--- src/rtl/cdsTimerPkg.sv ---
`timescale 1ns/1ps
package cdsTimerPkg;

  // Strobes from the control FSM to the datapath
  typedef struct packed {
    logic clear;   // zero the divider and step counter
    logic run;     // advance the divider / counter
    logic load;    // capture the delay code
  } ctlStrobeT;

endpackage

--- src/rtl/cdsTimerDatapath.sv ---
`timescale 1ns/1ps
module cdsTimerDatapath
  import cdsTimerPkg::*;
#(
  parameter int CODE_W     = 4,
  parameter int DIV_STAGES = 9
) (
  input  logic              clk,
  input  logic              rstN,
  input  logic              intRst,
  input  logic [CODE_W-1:0] code,
  input  ctlStrobeT         ctl,
  output logic              risePulse,
  output logic              fallPulse,
  output logic              codeZero,
  output logic              hitStep
);

  localparam logic [DIV_STAGES-1:0] LastPhase = {1'b1, {(DIV_STAGES-1){1'b0}}};

  logic                  intRstQ;
  logic [DIV_STAGES-1:0] ring;
  logic                  stepTick;
  logic [CODE_W-1:0]     codeQ;
  logic [CODE_W-1:0]     grayCnt;
  logic [CODE_W-1:0]     grayNext;
  logic [CODE_W-1:0]     grayTarget;

  function automatic logic [CODE_W-1:0] toGray(input logic [CODE_W-1:0] b);
    return b ^ (b >> 1);
  endfunction

  function automatic logic [CODE_W-1:0] fromGray(input logic [CODE_W-1:0] g);
    logic [CODE_W-1:0] b;
    b[CODE_W-1] = g[CODE_W-1];
    for (int i = CODE_W - 2; i >= 0; i--) b[i] = b[i+1] ^ g[i];
    return b;
  endfunction

  // Edge detection on the integrator reset
  always_ff @(posedge clk or negedge rstN) begin
    if (!rstN) intRstQ <= 1'b0;
    else       intRstQ <= intRst;
  end

  assign risePulse = intRst & ~intRstQ;
  assign fallPulse = ~intRst & intRstQ;

  // Twisted-ring step divider: 2*DIV_STAGES phases per step
  for (genvar s = 0; s < DIV_STAGES; s++) begin : gStage
    logic feed;
    if (s == 0) begin : gHead
      assign feed = ~ring[DIV_STAGES-1];
    end else begin : gBody
      assign feed = ring[s-1];
    end
    always_ff @(posedge clk or negedge rstN) begin
      if (!rstN)          ring[s] <= 1'b0;
      else if (ctl.clear) ring[s] <= 1'b0;
      else if (ctl.run)   ring[s] <= feed;
    end
  end

  assign stepTick = (ring == LastPhase);

  // Code capture
  always_ff @(posedge clk or negedge rstN) begin
    if (!rstN)         codeQ <= '0;
    else if (ctl.load) codeQ <= code;
  end

  // Gray step counter
  assign grayNext   = toGray(fromGray(grayCnt) + 1'b1);
  assign grayTarget = toGray(codeQ);

  always_ff @(posedge clk or negedge rstN) begin
    if (!rstN)                     grayCnt <= '0;
    else if (ctl.clear)            grayCnt <= '0;
    else if (ctl.run && stepTick)  grayCnt <= grayNext;
  end

  assign hitStep  = stepTick && (grayNext == grayTarget);
  assign codeZero = (code == '0);

  AST_GRAY_ONE_BIT: assert property (@(posedge clk) disable iff (!rstN)
    (grayCnt != $past(grayCnt)) && !$past(ctl.clear) |-> $countones(grayCnt ^ $past(grayCnt)) == 1);
  AST_RISE_SINGLE: assert property (@(posedge clk) disable iff (!rstN)
    risePulse |=> !risePulse);
  AST_FALL_SINGLE: assert property (@(posedge clk) disable iff (!rstN)
    fallPulse |=> !fallPulse);

endmodule

--- src/rtl/cdsTimerControl.sv ---
`timescale 1ns/1ps
module cdsTimerControl
  import cdsTimerPkg::*;
(
  input  logic      clk,
  input  logic      rstN,
  input  logic      cdsOff,
  input  logic      risePulse,
  input  logic      fallPulse,
  input  logic      codeZero,
  input  logic      hitStep,
  output ctlStrobeT ctl,
  output logic      cdsRst,
  output logic      busy
);

  logic clampQ;
  logic busyQ;
  logic matchPulse;

  assign matchPulse = (fallPulse && codeZero) || (busyQ && hitStep);

  always_comb begin
    ctl.load  = fallPulse;
    ctl.clear = risePulse | fallPulse | cdsOff;
    ctl.run   = busyQ;
  end

  // Set/reset clamp latch: rising pulse sets, match clears
  always_ff @(posedge clk or negedge rstN) begin
    if (!rstN)           clampQ <= 1'b0;
    else if (cdsOff)     clampQ <= 1'b0;
    else if (risePulse)  clampQ <= 1'b1;
    else if (matchPulse) clampQ <= 1'b0;
  end

  // Counting window
  always_ff @(posedge clk or negedge rstN) begin
    if (!rstN)           busyQ <= 1'b0;
    else if (cdsOff)     busyQ <= 1'b0;
    else if (risePulse)  busyQ <= 1'b0;
    else if (fallPulse)  busyQ <= ~codeZero;
    else if (matchPulse) busyQ <= 1'b0;
  end

  assign cdsRst = clampQ;
  assign busy   = busyQ;

  AST_RISE_SETS: assert property (@(posedge clk) disable iff (!rstN)
    risePulse && !cdsOff |=> cdsRst && !busy);
  AST_ZERO_CODE_CLEARS: assert property (@(posedge clk) disable iff (!rstN)
    fallPulse && codeZero |=> !cdsRst && !busy);
  AST_FALL_ARMS: assert property (@(posedge clk) disable iff (!rstN)
    fallPulse && !codeZero && !cdsOff |=> busy);
  AST_OFF_QUIET: assert property (@(posedge clk) disable iff (!rstN)
    cdsOff |=> !cdsRst && !busy);
  AST_BUSY_NEEDS_LOW: assert property (@(posedge clk) disable iff (!rstN)
    $rose(busy) |-> $past(fallPulse));

endmodule

--- src/rtl/cdsClampTimer.sv ---
`timescale 1ns/1ps
module cdsClampTimer
  import cdsTimerPkg::*;
#(
  parameter int CODE_W     = 4,
  parameter int DIV_STAGES = 9
) (
  input  logic              clk,
  input  logic              rstN,
  input  logic              intRst,
  input  logic [CODE_W-1:0] delayCode,
  input  logic              cdsOff,
  output logic              cdsRst,
  output logic              busy,
  output logic              risePulse,
  output logic              fallPulse
);

  ctlStrobeT ctl;
  logic      codeZero;
  logic      hitStep;

  cdsTimerDatapath #(
    .CODE_W    (CODE_W),
    .DIV_STAGES(DIV_STAGES)
  ) i_datapath (
    .clk      (clk),
    .rstN     (rstN),
    .intRst   (intRst),
    .code     (delayCode),
    .ctl      (ctl),
    .risePulse(risePulse),
    .fallPulse(fallPulse),
    .codeZero (codeZero),
    .hitStep  (hitStep)
  );

  cdsTimerControl i_control (
    .clk      (clk),
    .rstN     (rstN),
    .cdsOff   (cdsOff),
    .risePulse(risePulse),
    .fallPulse(fallPulse),
    .codeZero (codeZero),
    .hitStep  (hitStep),
    .ctl      (ctl),
    .cdsRst   (cdsRst),
    .busy     (busy)
  );

endmodule

--- config.mk ---
export PLATFORM = sky130hd
export DESIGN_NAME = cdsClampTimer
export DESIGN_NICKNAME = d
export VERILOG_FILES = /design/src/rtl/cdsTimerPkg.sv /design/src/rtl/cdsTimerDatapath.sv /design/src/rtl/cdsTimerControl.sv /design/src/rtl/cdsClampTimer.sv
export SDC_FILE = /design/constraint.sdc
export NUM_CORES = 1
export LEC_CHECK = 0
export ABC_AREA = 1
export BUFFER_PORTS_ARGS = -buffer_cell sky130_fd_sc_hd__buf_2
export CAP_MARGIN = 20
export CORE_MARGIN = 2
export CORE_UTILIZATION = 25
export DETAILED_ROUTE_END_ITERATION = 10
export PLACE_DENSITY_LB_ADDON = 0.3
export SLEW_MARGIN = 20
export SYNTH_ARGS = -nofsm -noshare
export SYNTH_HDL_FRONTEND = slang
export SYNTH_SLANG_ARGS = --single-unit
export TNS_END_PERCENT = 1
--- constraint.sdc ---
create_clock -name clk -period 3.45 [get_ports clk]
set_input_delay 0.69 -clock clk [delete_from_list [all_inputs] [get_ports clk]]
set_output_delay 0.69 -clock clk [all_outputs]
set_load 0.03 [all_outputs]
=== Word-level counts from Yosys, hierarchy flattened ===
Cells that the tools add are included.

* Equality and inequality tests: 2
* $add $sub $neg: 1
* Reductions and logical operators: 10
* Bitwise operators: 13
* $mul: 0
* Divide/modulo/power cells: 0
* Shift-type cells: 0
* Muxes and demuxes: 26
* Magnitude comparators: 0

{| class="wikitable"
|+ Operators by type and width
! kind !! number
|-
| 1-bit two-way mux || 24
|-
| 9-bit == test (second input constant) || 1
|-
| 4-bit two-way mux || 2
|-
| 4-bit by 3-bit bitwise XOR with 4-bit output || 2
|-
| 4-bit by 1-bit adder with 4-bit output (second input constant) || 1
|-
| 4-bit == test || 1
|-
| 1-bit logical AND || 4
|-
| 4-bit zero test || 1
|-
| 1-bit NOT || 4
|-
| 2-bit nonzero test || 2
|-
| 4-bit nonzero test || 1
|-
| 3-bit nonzero test || 1
|-
| 1-bit bitwise XOR || 3
|-
| 1-bit bitwise AND || 2
|-
| 1-bit bitwise OR || 2
|-
| 1-bit logical OR || 1
|}

* Bits in writable memories: 0
* Input bits: 8
* Memories kept: 0
* Output and inout bits: 4
* Bits in read-only memories: 0
* Word-level logic and storage cells: 66
* Bits in latches: 0
* Register bits: 20

=== Depth between registers and ports, before layout ===
* Depth in word-level cells: 13
* Depth in mapped cells: 16
* Mapped depth without buffers: 16

=== By module ===
A second synthesis with hierarchy kept.

* Cells, all modules: 154
* Area, all modules: 1,099.8 um2

{| class="wikitable"
|+ By module, submodules not included
! module !! area each (um2) !! sequential area each (um2) !! times used !! cells an instance
|-
| cdsTimerDatapath || 974.7 || 450.4 || 1 || 137
|-
| cdsTimerControl || 125.1 || 50.0 || 1 || 17
|}

=== Worst setup path before layout ===
OpenSTA, ideal clock, no wires.

* Kind: input -> register
* From: input port intRst
* To: register i_control.busyQ, in the netlist i_control.busy
* Cell stages on the path: 7
* Data arrival time: 1,758 ps
* Library setup time: 66 ps
* Slack: 1,626 ps
* Buffers on the path: 1
* Data required time: 3,384 ps
* Cells stage by stage: inv_1 -> ha_1 -> clkbuf_1 -> inv_1 -> nor4_1 -> nand2_1 -> nand2_1

* Longest elaborated chain between the ends: 5
* Elaborated cells between the ends (all ways): 9
* Those cells by class: 3 x mux; 3 x bitwise; 3 x reduce/logical

{| class="wikitable"
|+ Ends and longest elaborated chain
! item !! RTL line !! source
|-
| start: declaration || cdsClampTimer.sv:10 || <nowiki>input logic intRst,</nowiki>
|-
| 1-bit NOT (*) || cdsTimerDatapath.sv:47 || <nowiki>assign fallPulse = ~intRst & intRstQ;</nowiki>
|-
| 1-bit bitwise AND (*) || cdsTimerDatapath.sv:47 ||
|-
| via fallPulse || cdsClampTimer.sv:16 || <nowiki>output logic fallPulse</nowiki>
|-
| 1-bit two-way mux / 1-bit logical AND (equally long branches) || cdsTimerControl.sv:42, cdsTimerControl.sv:21 ||
|-
| 1-bit two-way mux / 1-bit logical OR (equally long branches) || cdsTimerControl.sv:41, cdsTimerControl.sv:21 ||
|-
| 1-bit two-way mux / 4-bit nonzero test (equally long branches) || n/a ||
|-
| end signal: assignment || cdsTimerControl.sv:42 || <nowiki>else if (fallPulse) busyQ <= ~codeZero;</nowiki>
|-
| end: declaration || cdsTimerControl.sv:18 || <nowiki>logic busyQ;</nowiki>
|}

Mark *: on every way through the listed nets, which the timed path passes. The rest lies on a longest branch.
A chain may end at the register's enable or synchronous reset.

=== Worst setup path in the final report ===
* From: input port intRst
* To: output port fallPulse

* Longest elaborated chain between the ends: 2

{| class="wikitable"
|+ Ends and longest elaborated chain
! item !! RTL line
|-
| 1-bit NOT || cdsTimerDatapath.sv:47
|-
| 1-bit bitwise AND || cdsTimerDatapath.sv:47
|-
| end: declaration || cdsClampTimer.sv:16
|}

No other way between the ends.

==> flow_metrics.tcl <==
set metrics [dict create \
    status "complete, no violations" \
    first_iter_violations 30 \
    gp_congestion 0.7461 \
    clock_latency_ns 0.26 \
    rsz0062_at_grt "no" \
    area_growth_pct 15.28 \
    die_y_um 71.23 \
    grt_util_met3_pct 1.266 \
    die_area_um2 5073 \
    cts_inserted_buffers 3 \
    via_per_inst 4.389 \
    ys_ff_latch 20 \
    synth_top_cell_by_area "dfrtp_1" \
    die_w_um 71.23 \
    critPathArrivalTime_ns 1.44 \
    leakagePower_nw 0.6440 \
    met1_usage_pct 13.09 \
    p_per_area_nw_per_um2 423.9 \
    antenna_found_initial 0 \
    regToRegStartpoint "i_datapath.grayCnt[3]" \
    vias 926 \
    cts_hold_repair.buffers 0 \
    drt_first_pass_iters 4 \
    syn_area_um2 1130 \
    synth.avg_cell_area_um2 7.634 \
    grt_overflow 0 \
    cp-startpoint "intRst" \
    ctsHtreeMaxLevel 1 \
    fin_nets 171 \
    cts.path.max_buffers 2 \
    synth_top_cell_area_share_pct 44.30 \
    yosys_warnings 0 \
    fin_skew_ns 0.002323 \
    worstSetupEndpointType "output port" \
    portBuffers 11 \
    routedWlPerCell_um 9.692 \
    cts_setup_buffers 0 \
    synth_area_leaders "dfrtp_1 44%, nand2_1 12%, inv_1 7.0%" \
    min_path_type "input port to asynchronous set/reset pin" \
    cp_data_required_time_ns 2.76 \
    min_period_over_period_pct 61.75 \
    max_freq_mhz 469.4 \
    fillers 461 \
    report.final.slew_viol_count 0 \
    diodes 0 \
    ys_seq_area_share_pct 44.30 \
    core_um2 4354 \
    row_count 24 \
    io-pin-count 12 \
    worst_pin_slew_ns 0.7042 \
    synthesis.nets 159 \
    fin_tns_setup_ns 0 \
    crit_type "input port to output port" \
    maxSlewHeadroom_pct 52.88 \
    syn_inst 148 \
    clk_pin_slew_worst_paths_ns 0.08 \
    maxCapViolations 0 \
    cts_tree "done" \
    clock-sinks 20 \
    grt-busiest-layer "met2" \
    worstSetupStartpointType "input port" \
    ir_worst_vdd_uv 196.3 \
    grt_pass1_wl_um 3905 \
    drc 0 \
    cts.repair.resized 0 \
    use_met2_pct 14.92 \
    crit_path_max_fanout 11 \
    synthDistinctLibCells 22 \
    hold_viol 0 \
    root_buffer "clkbuf_8" \
    grt_max_degree 21 \
    start_util_pct 25.95 \
    drive_gt1_share_pct 20.13 \
    grtUsageTotal_pct 9.610 \
    wirelength_um 2045 \
    total_power_mw 0.5521 \
    finalSetupViolations 0 \
    hpwl_um 1555 \
    fin_crit_ns 2.130 \
    ant_nets 0 \
    grt_pass1_vias 925 \
]
-- synth_stat cells, drive strengths merged --
| master | n |
|---|---|
| o21ai | 14 |
| clkbuf | 3 |
| o22ai | 3 |
| dfrtp | 20 |
| nand2 | 42 |
| a21oi | 8 |
| nor4 | 2 |
| nor2 | 9 |
| a211oi | 1 |
| ha | 3 |
| xor2 | 1 |
| inv | 26 |
| nand4 | 1 |
| buf | 1 |
| nand3 | 14 |
-- critical path: stages --
cell and delay [ns]:
buf_2 0.11, inv_1 0.05, ha_1 0.33, buf_2 0.26
-- metrics by stage --
stage | setup slack, ns | util, % | cell area (µm²) | hold slack (ns) | std cells
after floorplan | 1.626 | - | 1130 | 0.3944 | 148
after global placement | 1.245 | 28.28 | 1231 | 0.4791 | 207
after detailed placement | 1.209 | 28.28 | 1231 | 0.4727 | 207
after CTS | 1.306 | 29.91 | 1303 | 0.3804 | 211
after global routing | 1.224 | 29.91 | 1303 | 0.3909 | 211
final | 1.320 | 29.91 | 1303 | 0.3728 | 211
-- layer usage --
metal,routed length (µm),part of all wire [%]
met1,1089,53
met2,883,43
met3,45,2.2
met4,27,1.3
met5,0,0
-- cell families (layout without fill, tap and decap cells) --
group,Yosys count,count (layout),synth area share (%)
buffers and inverters,30,41,10.30
adder cells (fa/ha/maj),3,3,3.323
XOR/XNOR,1,1,0.7753
flip-flops,20,20,44.30
AND/OR/NAND/NOR,68,68,29.24
AO/OA/AOI/OAI,26,26,12.07
-- report_power, final --
part           internal [mW]  switching, mW
clock                  0.155         0.0808
sequential             0.245        0.00962
combinational         0.0208         0.0413
total                  0.420          0.132
-- worst paths after layout --
path / endpoint / slack, ns / cells past startpoint
hold / removal: i_datapath.gStage[8].feed / 0.37 / 1
hold reg to reg: i_datapath.gStage[1].feed / 0.48 / 1
min in group clk: i_datapath.gStage[1].feed / 0.48 / 1
setup / recovery: fallPulse / 1.32 / 4
max in group asynchronous: i_datapath.gStage[3].feed / 2.76 / 1
setup reg to reg: i_control.busy / 1.53 / 14
-- final cells by class --
type	count	area [µm²]	area share, %
clock buffer	3	41.29	3.170
clock inverter	1	30.03	2.305
inverter	26	97.59	7.493
multi-input combinational	98	513.0	39.39
sequential	20	500.5	38.42
tap	52	65.06	4.995
timing repair buffer	11	55.05	4.227
-- registers in the layout, summed over array words and instances (netlist names) --
register / flops
i_datapath.codeQ: 4
i_control.cdsRst: 1
i_datapath.intRstQ: 1
i_datapath.ring: 1
i_datapath.gStage.feed: 8
i_datapath.grayCnt: 4
i_control.busy: 1
-- placed cells by master (no fill, tap or decap), types with 3 or more instances in the layout --
cell,instances
nand3_1,12
dfrtp_1,20
clkbuf_8,3
inv_2,5
a21oi_1,8
o21ai_0,13
nand2_2,5
nand2_1,36
buf_2,11
o22ai_1,3
nor2_1,5
inv_1,21
ha_1,3
(Power assumes the default switching activity.)
